## config.mk

```make
export PLATFORM = sky130hd
export DESIGN_NAME = frame_reject_tagger
export DESIGN_NICKNAME = d
export VERILOG_FILES = /design/src/rtl/fr_pkg.sv /design/src/rtl/fr_delim_track.sv /design/src/rtl/fr_reject_ctl.sv /design/src/rtl/fr_tag_shift.sv /design/src/rtl/frame_reject_tagger.sv
export SDC_FILE = /design/constraint.sdc
export NUM_CORES = 1
export LEC_CHECK = 0
export BUFFER_PORTS_ARGS = -buffer_cell sky130_fd_sc_hd__buf_4
export CORE_MARGIN = 8
export CORE_UTILIZATION = 47
export CTS_CLUSTER_DIAMETER = 80
export DETAILED_ROUTE_END_ITERATION = 7
export PLACE_DENSITY = 0.74
export SKIP_LAST_GASP = 1
export SYNTH_ARGS = -nofsm -noshare
export SYNTH_HDL_FRONTEND = slang
export SYNTH_HIERARCHICAL = 1
export SYNTH_SLANG_ARGS = --single-unit
```

## constraint.sdc

```tcl
create_clock -name clk -period 1.68 [get_ports clk]
set_input_delay 0.084 -clock clk [delete_from_list [all_inputs] [get_ports clk]]
set_output_delay 0.084 -clock clk [all_outputs]
set_load 0.02 [all_outputs]
```

## src/rtl/fr_pkg.sv

```systemverilog
package fr_pkg;

    typedef enum logic [1:0] {
        KIND_BCAST = 2'b00,
        KIND_MCAST = 2'b01,
        KIND_UCAST = 2'b10,
        KIND_RSVD  = 2'b11
    } fr_kind_e;

    typedef enum logic [1:0] {
        PH_IDLE = 2'd0,
        PH_PRE  = 2'd1,
        PH_BODY = 2'd2
    } fr_phase_e;

    localparam logic [3:0] NIB_PREAMBLE = 4'h5;
    localparam logic [3:0] NIB_SFD      = 4'hD;

    typedef struct packed {
        logic accept;
        logic late;
    } fr_gate_t;

    function automatic logic fr_is_ucast_hit(input logic [1:0] kind, input logic hit);
        return (fr_kind_e'(kind) == KIND_UCAST) && hit;
    endfunction

endpackage

```

## src/rtl/fr_delim_track.sv

```systemverilog
module fr_delim_track #(
    parameter int WIN_NIBBLES = 128,
    localparam int CNT_W = $clog2(WIN_NIBBLES + 1)
) (
    input  logic           clk,
    input  logic           rst,
    input  logic           rx_dv,
    input  logic [3:0]     rxd,
    input  logic           res_vld,
    output fr_pkg::fr_gate_t gate,
    output logic           late_flag
);
    import fr_pkg::*;

    fr_phase_e        phase;
    logic [3:0]       prev_nib;
    logic [CNT_W-1:0] cnt;
    logic             done;
    logic             sfd_now;

    localparam logic [CNT_W-1:0] WIN_LIM = CNT_W'(WIN_NIBBLES);

    assign sfd_now = (prev_nib == NIB_PREAMBLE) && (rxd == NIB_SFD);

    always_comb begin
        gate = '0;
        if (phase == PH_BODY && rx_dv && res_vld && !done) begin
            gate.accept = (cnt < WIN_LIM);
            gate.late   = (cnt >= WIN_LIM);
        end
    end

    always_ff @(posedge clk) begin
        if (rst) begin
            phase     <= PH_IDLE;
            prev_nib  <= '0;
            cnt       <= '0;
            done      <= 1'b0;
            late_flag <= 1'b0;
        end else begin
            if (gate.late)
                late_flag <= 1'b1;
            if (!rx_dv) begin
                phase    <= PH_IDLE;
                prev_nib <= '0;
                cnt      <= '0;
                done     <= 1'b0;
            end else begin
                prev_nib <= rxd;
                if (phase != PH_BODY) begin
                    phase <= sfd_now ? PH_BODY : PH_PRE;
                    cnt   <= '0;
                end else begin
                    if (cnt != WIN_LIM)
                        cnt <= cnt + 1'b1;
                    if (res_vld)
                        done <= 1'b1;
                end
            end
        end
    end

    a_r6_late_sticky: assert property (@(posedge clk) disable iff (rst)
        late_flag |=> late_flag);

    a_r6_late_sets: assert property (@(posedge clk) disable iff (rst)
        gate.late |=> late_flag);

    a_r9_one_result: assert property (@(posedge clk) disable iff (rst)
        (gate.accept || gate.late) |=> !(gate.accept || gate.late));

endmodule

```

## src/rtl/fr_reject_ctl.sv

```systemverilog
module fr_reject_ctl #(
    parameter int PORT_W = 6
) (
    input  logic              clk,
    input  logic              rst,
    input  logic              rx_dv,
    input  logic              accept,
    input  logic [1:0]        kind,
    input  logic              hit,
    input  logic [PORT_W-1:0] dst_port,
    input  logic [PORT_W-1:0] src_port,
    output logic              rej_int,
    output logic              tag_load
);
    import fr_pkg::*;

    logic uhit;
    logic same_port;

    assign uhit      = accept && fr_is_ucast_hit(kind, hit);
    assign same_port = uhit && (dst_port == src_port);
    assign tag_load  = uhit && (dst_port != src_port);

    always_ff @(posedge clk) begin
        if (rst)
            rej_int <= 1'b0;
        else if (!rx_dv)
            rej_int <= 1'b0;
        else if (same_port)
            rej_int <= 1'b1;
    end

    a_r2_reject_follows: assert property (@(posedge clk) disable iff (rst)
        (accept && rx_dv && kind == 2'b10 && hit && dst_port == src_port) |=> rej_int);

    a_r7_clear_at_end: assert property (@(posedge clk) disable iff (rst)
        !rx_dv |=> !rej_int);

    a_r8_no_reject_other: assert property (@(posedge clk) disable iff (rst)
        (accept && !(kind == 2'b10 && hit) && !rej_int) |=> !rej_int);

endmodule

```

## src/rtl/fr_tag_shift.sv

```systemverilog
module fr_tag_shift #(
    parameter int PORT_W = 6,
    localparam int LEFT_W = $clog2(PORT_W + 1)
) (
    input  logic              clk,
    input  logic              rst,
    input  logic              load,
    input  logic [PORT_W-1:0] data,
    output logic              tag_sd,
    output logic              tag_dv
);
    logic [PORT_W-1:0] sreg;
    logic [LEFT_W-1:0] left;

    localparam logic [LEFT_W-1:0] FULL = LEFT_W'(PORT_W);

    always_ff @(posedge clk) begin
        if (rst) begin
            sreg <= '0;
            left <= '0;
        end else if (load) begin
            sreg <= data;
            left <= FULL;
        end else if (left != '0) begin
            sreg <= {sreg[PORT_W-2:0], 1'b0};
            left <= left - 1'b1;
        end
    end

    assign tag_sd = sreg[PORT_W-1];
    assign tag_dv = (left != '0);

    a_r5_full_load: assert property (@(posedge clk) disable iff (rst)
        load |=> (tag_dv && left == FULL));

    a_r5_count_down: assert property (@(posedge clk) disable iff (rst)
        (tag_dv && !load) |=> (left == $past(left) - 1'b1));

endmodule

```

## src/rtl/frame_reject_tagger.sv

```systemverilog
module frame_reject_tagger #(
    parameter int PORT_W      = 6,
    parameter int WIN_NIBBLES = 128
) (
    input  logic              clk,
    input  logic              rst,
    input  logic              cfg_rej_low,
    input  logic              rx_dv,
    input  logic              rx_er,
    input  logic [3:0]        rxd,
    input  logic              res_vld,
    input  logic [1:0]        res_kind,
    input  logic              res_hit,
    input  logic [PORT_W-1:0] res_port,
    input  logic [PORT_W-1:0] src_port,
    output logic              rej,
    output logic              frx_er,
    output logic              tag_sd,
    output logic              tag_dv,
    output logic              late_flag
);
    fr_pkg::fr_gate_t gate;
    logic             rej_int;
    logic             tag_load;

    fr_delim_track #(.WIN_NIBBLES(WIN_NIBBLES)) u_delim (
        .clk       (clk),
        .rst       (rst),
        .rx_dv     (rx_dv),
        .rxd       (rxd),
        .res_vld   (res_vld),
        .gate      (gate),
        .late_flag (late_flag)
    );

    fr_reject_ctl #(.PORT_W(PORT_W)) u_rej (
        .clk      (clk),
        .rst      (rst),
        .rx_dv    (rx_dv),
        .accept   (gate.accept),
        .kind     (res_kind),
        .hit      (res_hit),
        .dst_port (res_port),
        .src_port (src_port),
        .rej_int  (rej_int),
        .tag_load (tag_load)
    );

    fr_tag_shift #(.PORT_W(PORT_W)) u_tag (
        .clk    (clk),
        .rst    (rst),
        .load   (tag_load),
        .data   (res_port),
        .tag_sd (tag_sd),
        .tag_dv (tag_dv)
    );

    assign rej    = rej_int ^ cfg_rej_low;
    assign frx_er = rx_er | rej_int;

    a_r4_error_forced: assert property (@(posedge clk) disable iff (rst)
        rej_int |-> frx_er);

    a_r4_error_passes: assert property (@(posedge clk) disable iff (rst)
        rx_er |-> frx_er);

    a_r8_no_tag_other: assert property (@(posedge clk) disable iff (rst)
        (res_vld && !(res_kind == 2'b10 && res_hit) && !tag_dv) |=> !tag_dv);

endmodule

```

After elaboration in Yosys (flattened, before gate mapping)
Cells that the tools add are included.
{"block": "op_classes", "n_addsub": 2, "magnitude_cmp": 2, "eq_ne": 8, "mux": 6, "bitwise": 4, "reduce_logical": 15}
{"op": "6-bit two-way mux", "n": 2}
{"op": "8-bit by 1-bit adder with 8-bit output, second input constant", "n": 1}
{"op": "8-bit greater-or-equal comparator, second input constant", "n": 1}
{"op": "1-bit logical AND", "n": 8}
{"op": "8-bit less-than comparator, second input constant", "n": 1}
{"op": "8-bit != test, second input constant", "n": 1}
{"op": "6-bit equality test", "n": 1}
{"op": "3-bit two-way mux", "n": 2}
{"op": "6-bit != test", "n": 1}
{"op": "2-bit equality test, second input constant", "n": 2}
{"op": "4-bit by 3-bit equality test with 1-bit output, second input constant", "n": 1}
{"op": "4-bit equality test, second input constant", "n": 1}
{"op": "2-bit two-way mux", "n": 2}
{"op": "2-bit OR reduction", "n": 2}
{"op": "3-bit nonzero test", "n": 1}
{"op": "3-bit OR reduction", "n": 1}
{"op": "3-bit by 1-bit subtractor with 3-bit output, second input constant", "n": 1}
{"op": "2-bit != test, second input constant", "n": 1}
{"op": "1-bit inverter", "n": 2}
{"op": "2-bit AND reduction", "n": 1}
{"op": "2-bit nonzero test", "n": 1}
{"op": "1-bit logical NOT", "n": 1}
{"op": "1-bit OR", "n": 1}
{"op": "1-bit bitwise XOR", "n": 1}
{"block": "totals", "register_bits": 26, "inputBits": 25, "output_inout_bits": 5, "word_cells": 46}

Logic depth before layout (Yosys ltp)
{"block": "depth", "ltp_word": 8, "mapped_depth": 6, "ltp_nobuf": 6}

By module
Netlist, hierarchy kept.
{"module": "fr_delim_track", "n_inst": 1, "cells_each": 74, "area_each_um2": 716.9, "seq_area_each_um2": 320.3}
{"module": "fr_tag_shift", "n_inst": 1, "cells_each": 43, "area_each_um2": 422.9, "seq_area_each_um2": 180.2}
{"module": "fr_reject_ctl", "n_inst": 1, "cells_each": 14, "area_each_um2": 135.1, "seq_area_each_um2": 20.0}
{"module": "frame_reject_tagger", "n_inst": 1, "cells_each": 2, "area_each_um2": 15.0, "seq_area_each_um2": 0.0}

Worst setup path before layout
No wires, ideal clock.
{"block": "synth_path", "kind": "register to register", "startpoint": "register u_delim.phase[1]", "endpoint": "register u_tag.sreg[1]", "setup_time_ns": 0.086, "arrival_ns": 1.479, "required_ns": 1.594, "slack_ns": 0.116, "stages_incl_launch_ff": 7, "n_path_buf": 0, "period_less_slack_ns": 1.564, "cell_sequence": "dfxtp_1 -> nor2b_1 -> and4_1 -> nand4b_1 -> a21oi_1 -> inv_1 -> a211oi_1"}
{"item": "from (decl)", "line_no": "fr_delim_track.sv:15", "source": "fr_phase_e phase;"}
{"item": "from (signal assigned)", "line_no": "fr_delim_track.sv:51", "source": "phase <= sfd_now ? PH_BODY : PH_PRE;"}
{"item": "to (signal assigned)", "line_no": "fr_tag_shift.sv:22", "source": "sreg <= data;"}
{"item": "to (signal assigned)", "line_no": "fr_tag_shift.sv:25", "source": "sreg <= {sreg[PORT_W-2:0], 1'b0};"}
{"item": "to (decl)", "line_no": "fr_tag_shift.sv:12", "source": "logic [PORT_W-1:0] sreg;"}

Final worst setup path
{"block": "layout_path", "startpoint": "register u_tag.left[0]", "endpoint": "output port tag_dv"}
{"block": "layout_via", "elab_chain_len": 1}
{"item": "from (decl)", "line_no": "fr_tag_shift.sv:13", "source": "logic [LEFT_W-1:0] left;"}
{"item": "from (signal assigned)", "line_no": "fr_tag_shift.sv:26", "source": "left <= left - 1'b1;"}
{"item": "3-bit nonzero test", "line_no": "fr_tag_shift.sv:31", "source": "assign tag_dv = (left != '0);"}
{"item": "to (decl)", "line_no": "frame_reject_tagger.sv:19", "source": "output logic tag_dv,"}
No other way between the ends.

==> impl_metrics.tcl <==
set metrics [dict create \
    tns_ns 0 \
    path_cells "or2_2 > inv_1 > ha_4 > inv_1 > buf_4" \
    netlist_area_mm2 0.00129 \
    start_util 0.480 \
    antenna_found_initial 0 \
    hold_path_class "in2reg" \
    clk_latency_ns 0.31 \
    nNetsFinal 199 \
    timing.clock.skew_ns 0.00198 \
    io_pins 30 \
    dieArea_mm2 0.00468 \
    drc 0 \
    area_growth_pct 27.6 \
    leakage_nw 0.706 \
    use_met2 0.228 \
    dieWidth_um 68.4 \
    maxSlewHeadroom 0.727 \
    crit_fanout 11 \
    grt.busiest_layer "met2" \
    ys.flop_type "dfxtp_1" \
    ir_drop_v 0.000478 \
    rsz0062_at_grt "false" \
    drv_cap 0 \
    overflow 0 \
    async_flop_share 0 \
    die_h_um 68.4 \
    num_vias 1068 \
    placed_area_mm2 0.00155 \
    first_pass_iters 4 \
    core.rowCount 19 \
    grt_start_max_net_pins 15 \
    ys_ff_latch 26 \
    crit_slowest_cell "dfxtp_1" \
    cts_sinks 26 \
    place_congestion 0.756 \
    setup_violations 0 \
    status "finished, final reports clean" \
    worst_hold_slack_ns 0.0173 \
    syn_inst 133 \
    min_period_over_period 0.945 \
    powerDensity_mw_per_mm2 736 \
    critPathLaunchType "register" \
    io_buffers 29 \
    final_cell_area_mm2 0.00165 \
    ys_top_cells_by_area "dfxtp_1 (40%), xor2_1 (6.8%), nor2b_1 (4.8%), mux2i_1 (4.7%), ha_1 (3.9%)" \
    crit_buf_inv 3 \
    clk_pin_slew_worst_paths_ns 0.14 \
    synth_edf_count 0 \
    critPathArrivalTime_ns 1.50 \
    dr.first_iter.drc_count 25 \
    seq_area_frac_synth 0.403 \
    viasPerCell 5.34 \
    synth_top_area_share 0.403 \
    place_ws_ns 0.00362 \
    use_met1 0.146 \
    cts_tree "done" \
    use_met3 0.0196 \
    tightest_slew_ns 0.407 \
    htreeDepth 1 \
    crit_top_cell "inv_1" \
    grt_pass1_vias 1050 \
    yosysWarnings 6 \
    drv_slew 0 \
    avgRoutedWirePerCell_um 14.2 \
    avgSynthCellArea_um2 9.70 \
    fp.coreArea_mm2 0.00269 \
    synth_area_leader_cell "dfxtp_1" \
    n_antenna_cell 0 \
    grt.total_usage 0.125 \
    syn_nets 162 \
    critPathCaptureType "output pin" \
    cpLargestDelayFamily "flip-flops" \
    critical_path_required_ns 1.60 \
    root_buffer "clkbuf_4" \
    ant_nets 0 \
    clock_path_buffers 2 \
    finalWirelength_mm 2.83 \
    max_stage_delay_ns 0.36 \
    cts_buffers 3 \
    post_cts_buffers 0 \
    max_freq_ghz 0.630 \
    finalHoldViolCount 0 \
    period_needed_ns 1.59 \
    critPathKind "reg2out" \
    dp_hpwl_mm 2.25 \
    grt_pass1_wl_mm 4.55 \
    fin_ws_ns 0.0919 \
    drive_above_1_share 0.302 \
    ys_types 44 \
]
-- where the power goes --
part	leakage, nW	internal, mW	switching (mW)	total [mW]
Clock	0.0210	0.132	0.181	0.313
Combinational	0.474	0.136	0.119	0.254
Sequential	0.210	0.632	0.0120	0.644
-- synthesized netlist by cell type (2+ instances only) --
cell type	instances
nor3_1	4
and4_1	2
nor2_1	7
clkbuf_1	2
o21ai_0	2
nand2_1	2
xor2_1	10
mux2i_1	6
nand3_1	4
and3_1	2
ha_1	4
inv_1	7
and2_1	5
a211oi_1	6
nor2b_1	10
dfxtp_1	26
a21oi_1	7
-- registers in the layout (all words and copies together) (netlist names) --
signal             flops
u_delim/cnt            8
u_tag/sreg             6
u_delim/prev_nib       4
u_tag/left             3
u_delim/phase          2
u_delim/done           1
u_delim/late_flag      1
u_rej/rej_int          1
-- layout make-up --
class / instances / area (µm²)
tap: 31 / 38.8
timing repair buffer: 35 / 273
sequential: 26 / 520
multi-input combinational: 97 / 752
clock buffer: 4 / 36.3
fill: 235 / 1040
inverter: 7 / 26.3
-- placed cells by master, fill, tap and decap left out, types with 2 or more instances in the layout --
cell	instances
a211oi_1	5
a211oi_2	2
a21oi_1	6
and2_1	5
and3_1	2
and4_1	2
buf_4	31
clkbuf_4	3
dfxtp_1	26
dlygate4sd3_1	4
ha_1	3
inv_1	6
mux2i_1	6
nand2_1	2
nand3_1	4
nor2_1	7
nor2b_1	9
nor3_1	4
o21ai_0	2
xor2_1	10
-- worst reg2reg max path, stage by stage (launching register included) --
cell	delay, ns
dfxtp_1	0.35
nor2b_2	0.16
and4_1	0.20
nand4b_1	0.14
a21oi_2	0.18
buf_4	0.17
nor2b_1	0.17
a211oi_2	0.07
-- cell families after synthesis --
kind of cell | share of synthesized area
compound gates | 0.112
fa+ha+maj | 0.0388
simple gates | 0.293
xor+xnor | 0.0747
flops | 0.403
buf+inv | 0.0320
mux | 0.0466
-- path summary, 6_finish.rpt --
| kind | startpoint | end | slack (ns) | cells past startpoint |
|---|---|---|---|---|
| hold / removal | res_vld | u_delim/done$_SDFFE_PP0P_ | 0.02 | 3 |
| setup reg to reg | u_delim/phase[1]$_SDFFE_PP0P_ | u_tag/sreg[2]$_SDFFE_PP0P_ | 0.13 | 7 |
| hold reg to reg | u_delim/done$_SDFFE_PP0P_ | u_delim/done$_SDFFE_PP0P_ | 0.50 | 2 |
| setup / recovery | u_tag/left[0]$_SDFFE_PP0P_ | tag_dv | 0.09 | 5 |
-- per-stage QoR --
step / total power, mW / util / std cells
floorplan: 0.801 / - / 133
global placement: 0.873 / 0.576 / 192
detailed placement: 0.883 / 0.576 / 192
CTS: 1.22 / 0.609 / 200
global route: 1.27 / 0.613 / 200
finish: 1.21 / 0.613 / 200
-- metal layers --
| metal | up-vias | wire length [µm] |
|---|---|---|
| met3 | 2 | 58 |
| met1 | 517 | 1130 |
| met4 | 0 | 13 |
| met5 | - | 0 |
| met2 | 4 | 1630 |
| li1 | 545 | - |
-- repair_timing --
item / in CTS / in global routing
endpoints found under the hold margin: 4 / 0
gates resized for setup: 2 / 4
hold buffers: 4 / 0
setup endpoints to repair: 3 / 5
Note: power is estimated with default switching activity, not from simulation.
